--- config.mk ---
export PLATFORM = sky130hd
export DESIGN_NAME = ratio_divider
export DESIGN_NICKNAME = d
export VERILOG_FILES = /design/src/rtl/ratio_divider.sv
export SDC_FILE = /design/constraint.sdc
export NUM_CORES = 1
export LEC_CHECK = 0
export ABC_AREA = 1
export ABC_CLOCK_PERIOD_IN_PS = 4900
export BUFFER_PORTS_ARGS = -buffer_cell sky130_fd_sc_hd__buf_2
export CAP_MARGIN = 20
export CORE_AREA = 5 5 83 85
export DETAILED_ROUTE_END_ITERATION = 10
export DIE_AREA = 0 0 88 90
export PLACE_DENSITY = 0.62
export SLEW_MARGIN = 10
export SYNTH_ARGS = -nofsm -noshare
export SYNTH_HDL_FRONTEND = slang
export SYNTH_SLANG_ARGS = --single-unit
--- constraint.sdc ---
create_clock -name clk -period 4.9 [get_ports clk]
set_input_delay 0.245 -clock clk [delete_from_list [all_inputs] [get_ports clk]]
set_output_delay 0.245 -clock clk [all_outputs]
set_load 0.01 [all_outputs]
--- src/rtl/ratio_divider.sv ---
module ratio_divider #(
  parameter int WIDTH       = 15,
  parameter int MIN_RATIO   = 17,
  parameter int RESET_RATIO = 256
) (
  input  logic             clk,
  input  logic             rst_n,
  input  logic             wr_en,
  input  logic [WIDTH-1:0] wr_ratio,
  input  logic             bus_start,
  output logic             div_out,
  output logic             div_half
);
  localparam logic [WIDTH-1:0] MIN_R = WIDTH'(MIN_RATIO);
  localparam logic [WIDTH-1:0] RST_R = WIDTH'(RESET_RATIO);

  logic [WIDTH-1:0] ratio_a, ratio_b, cnt;
  logic [2:0]       sync;

  wire              start_rise = sync[1] & ~sync[2];
  wire              reload     = (cnt == '0);
  wire [WIDTH-1:0]  a_clamped  = (ratio_a < MIN_R) ? MIN_R : ratio_a;

  assign div_out = reload;

  always_ff @(posedge clk or negedge rst_n) begin
    if (!rst_n) begin
      ratio_a  <= RST_R;
      ratio_b  <= RST_R;
      cnt      <= RST_R - 1'b1;
      sync     <= '0;
      div_half <= 1'b0;
    end else begin
      sync <= {sync[1:0], bus_start};
      if (wr_en) ratio_a <= wr_ratio;
      if (reload || start_rise) ratio_b <= a_clamped;
      if (reload) begin
        cnt      <= ratio_b - 1'b1;
        div_half <= ~div_half;
      end else begin
        cnt <= cnt - 1'b1;
      end
    end
  end

  assert_pulse_single_R3: assert property (@(posedge clk) disable iff (!rst_n)
    div_out |=> !div_out);

  assert_count_down_R2: assert property (@(posedge clk) disable iff (!rst_n)
    !div_out |=> cnt == $past(cnt) - 1'b1);

  assert_floor_R5: assert property (@(posedge clk) disable iff (!rst_n)
    ratio_b >= MIN_R);

  assert_half_toggle_R7: assert property (@(posedge clk) disable iff (!rst_n)
    div_out |=> div_half != $past(div_half));

  assert_hold_stable_R8: assert property (@(posedge clk) disable iff (!rst_n)
    (!div_out && !start_rise) |=> $stable(ratio_b));
endmodule

# Word level (Yosys, flattened, before mapping)
# Index checks and enable logic that the tools add are counted.
dict set report totals {
  regBits 49
  inputBits 19
  output_inout_bits 2
}
dict set report op_classes {
  n_addsub 2
  order_cmp 1
  n_mux 2
  n_bitwise 3
  n_reduce_logical 2
}
# operator n
set op_table {}
lappend op_table {{15-bit two-way mux} 2}
lappend op_table {{15-bit by 1-bit subtractor with 15-bit output, second input constant} 2}
lappend op_table {{15-bit logical NOT} 1}
lappend op_table {{15-bit by 5-bit less-than comparator with 1-bit output, second input constant} 1}
lappend op_table {{1-bit inverter} 2}
lappend op_table {{1-bit bitwise AND} 1}
lappend op_table {{1-bit logical OR} 1}

# Logic depth before layout (Yosys ltp)
dict set report depth {
  word_depth 3
  mapped_depth 12
  mapped_depth_nobuf 12
}

# Least setup slack after synthesis
# OpenSTA, ideal clock, no wires.
dict set report synth_path {
  path_kind {register to register}
  from {register cnt[2]}
  to {register cnt[10]}
  setup_time_ns 0.116
  arrival_time_ns 1.664
  required_ns 4.784
  path_slack_ns 3.119
  path_stages_with_launch 13
  path_buffers 0
  synth_period_minus_slack_ns 1.781
  path_cell_list {dfstp_2 nor2_1 nand2_1 nor2_8 nand2_4 nor2_1 nor2_2 ha_1 nand3_4 nor2_4 nand2_1 nand2_1 nand2_1}
}
dict set report synth_between {
  elab_chain_len 2
  word_cells_on_any_way 3
  classes_between {add/sub (1); mux (1); reduce/logical (1)}
}
# element line
set synth_lines {}
lappend synth_lines {{from (decl)} 17} ;# logic [WIDTH-1:0] ratio_a, ratio_b, cnt;
lappend synth_lines {{from (signal assigned)} 30} ;# cnt <= RST_R - 1'b1;
lappend synth_lines {{from (signal assigned)} 38} ;# cnt <= ratio_b - 1'b1;
lappend synth_lines {{from (signal assigned)} 41} ;# cnt <= cnt - 1'b1;
lappend synth_lines {{15-bit by 1-bit subtractor with 15-bit output or 15-bit logical NOT (tied branches)} {41, 21}}
lappend synth_lines {{15-bit two-way mux (*)} 37} ;# if (reload) begin
# Every way passes the cells marked *; elsewhere a longest branch is shown, timed or not.
# A chain may end at the register's enable or synchronous reset.

# Final worst setup path
# Same ends and word-level chain as after synthesis.

==> out/metrics.csv <==
metric,value,unit
clk root buf,clkbuf_8,
CTS Buf Count,5,
via/cell ratio,4.629,
Crit. End Element,register,
r2r worst-path depth,12,
vias,1796,
WS Path Type,reg2reg,
post-route ant nets,0,
initial antenna violation count,0,
number of H-tree levels,2,
synthesized area,2496,µm²
power density cells,275.0,nW/µm²
HPWL after detailed placement,3594,µm
RSZ-0062 raised after global routing,false,
cts repair resizes,0,
maximum fanout along the worst path,18,
Peak supply drop,173.6,µV
Final TNS setup,0,ns
slew at the pin with the worst max-slew slack,0.6183,ns
Synth Area per Inst,8.637,µm²
CTS clock-pin slew for the worst setup and hold paths,0.09,ns
CTS Buffer Depth,2,
vias in the first global route,1811,
TritonRoute pass-1 iters,4,
number of distinct library cells after synthesis,28,
outcome,completed,
worst hold path class,in2async,
# diodes,0,
CTS tree,yes,
die footprint,7920,µm²
worst-path cell chain,"nor2_1, nand2_1, nor2_8, nand2_4, nor2_1, nor2_2, ha_1, nand3_4, nor2_4, nand2_1, nand2_1, nand2_1",
Die X,88,µm
Cells after Synth,289,
filler cell count,610,
"Warnings, synthesis",0,
GP Congestion,0.7938,
FMAX,476.6,MHz
total of max-cap violations,0,
Critical R2R Capture,cnt[10],
min Tclk post-route,2.098,ns
post-place setup slack,2.798,ns
largest area contributor in the netlist,dfrtp_1,
hold slack,0.03097,ns
Initial Util,40.71,%
IO Count,21,
Port Buffers,20,
dpl cells,380,
latest clock arrival within the worst-skew pair,0.31,ns
max_slew headroom,58.78,%
Post-DP Area,2651,µm²
Tcrit/Tclk final,42.82,%
pin count of the biggest net entering global routing,50,
Finished Layout Cells,388,
final hold vios,0,
startpoint class of the critical path,register,
DR iter-0 viols,107,
DRC Markers,0,
CTS Hold Bufs,0,
post-route cell area,2740,µm²
Reg area,1239,µm²
P&R area growth vs syn,9.775,%
Synth top area share,39.10,%
setup violators final,0,
Rows,29,
Leak,1.384,nW
clock sink total,49,
DIE HEIGHT,90,µm
Final WS setup,2.802,ns
syn_nets,309,
Final Max Tran Viols,0,
postcts setup bufs,0,
Nets,330,
sequential-to-total area share from yosys stat,49.62,%
"flops & latches, synth",49,
Final Skew,0.007601,ns
detailed-route wire length per cell,12.33,µm
multi-input logic area,1040,µm²
CP Data Required Time,5.09,ns
"most used cell, CP",nand2_1,
detailed-route wire length,4785,µm
slowest CP cell,dfstp_2,
synth top area cells,"dfrtp_1, dfstp_2, nand2_1, inv_1, nand3_1",
share of cells above drive strength 1,23.47,%
Placeable Area,6132,µm²
first-pass GRT wire length,8473,µm
global-route usage over all layers,13.48,%
worst setup slack for register-to-register paths,2.80,ns
total gr overflow,0,
CP max stage delay,0.55,ns
worst path arrival time,2.29,ns
Crit Reg-Reg Startpoint,cnt[2],
cell usage in the layout (no fill, tap or decap), types with 2 or more instances in the layout:
cell type | netlist | final
a31oi_1 | 2 | 2
buf_2 | 0 | 20
clkbuf_8 | 0 | 5
dfrtp_1 | 39 | 39
dfstp_2 | 10 | 10
inv_1 | 44 | 44
mux2_2 | 4 | 4
nand2_1 | 66 | 66
nand2_2 | 13 | 13
nand2_4 | 2 | 2
nand3_1 | 27 | 27
nand3_2 | 2 | 2
nand3_4 | 2 | 2
nand3b_1 | 2 | 2
nand4_1 | 4 | 4
nor2_1 | 19 | 19
nor2_2 | 5 | 5
nor2_4 | 4 | 4
nor2_8 | 2 | 2
o21ai_0 | 20 | 20
o22ai_1 | 3 | 3
xnor2_1 | 2 | 2
xor2_1 | 6 | 6
logic make-up after synthesis:
kind of cell	share of synthesized area, %
and+or+nand+nor	31.28
buffers and inverters	8.721
DFF	49.62
AOI/OAI and AO/OA	5.263
xor gates and xnor gates	2.807
muxes	1.804
adders and majority gates	0.5012
metal layers:
layer | global-route usage [%] | up-vias | share of wire [%]
met5 | 0 | - | 0
met4 | 3.836 | 0 | 1.2
met2 | 21.36 | 33 | 45
met3 | 3.291 | 5 | 4.4
met1 | 18.19 | 815 | 49
li1 | - | 943 | -
worst max-delay path by stage:
stage,from,end,slack (ns)
3_5_place_dp,cnt[2],cnt[10],2.80
3_3_place_gp,cnt[6],cnt[10],2.87
5_1_grt,cnt[2],cnt[10],2.65
6_report,cnt[2],cnt[10],2.80
2_1_floorplan,cnt[2],cnt[10],3.12
4_1_cts,cnt[2],cnt[10],2.78
stage by stage:
stage | utilization (%) | total power [mW]
2_1_floorplan | - | 0.4934
3_3_place_gp | 43.24 | 0.5198
3_5_place_dp | 43.24 | 0.5218
4_1_cts | 44.68 | 0.7622
5_1_grt | 44.68 | 0.7925
6_report | 44.68 | 0.7535
state kept, by name, summed over array words and instances (netlist names):
register,count
cnt,15
ratio_a,15
ratio_b,15
sync,3
div_half,1
synth_stat cells (all sizes together):
cell type and instances:
xor2 6, nand2 81, dfstp 10, nor3 1, o22ai 3, nor2 30
xnor2 2, clkbuf 3, o21ai 20, nor4 1, inv 45, dfrtp 39
nand4 4, a31oi 2, buf 4, nand3b 2, ha 1, nand3 31
mux2 4
critical path, delay by kind of cell, from the launching register on:
kind	cells	cell delay, ns
and+or+nand+nor	11	1.18
DFF	1	0.55
adders and majority gates	1	0.25
final cells by class:
class / instances / area share (%)
sequential: 49 / 45.21
tap: 77 / 3.516
timing repair buffer: 21 / 3.927
clock buffer: 6 / 2.648
clock inverter: 2 / 0.5936
multi-input combinational: 188 / 37.95
inverter: 45 / 6.164
report_power, final:
| part | internal (mW) | leakage [nW] | total [mW] | switching, mW |
|---|---|---|---|---|
| combinational | 0.0236 | 0.793 | 0.0603 | 0.0367 |
| sequential | 0.436 | 0.550 | 0.452 | 0.0156 |
| clock | 0.102 | 0.0414 | 0.241 | 0.139 |
(Power assumes the default switching activity.)
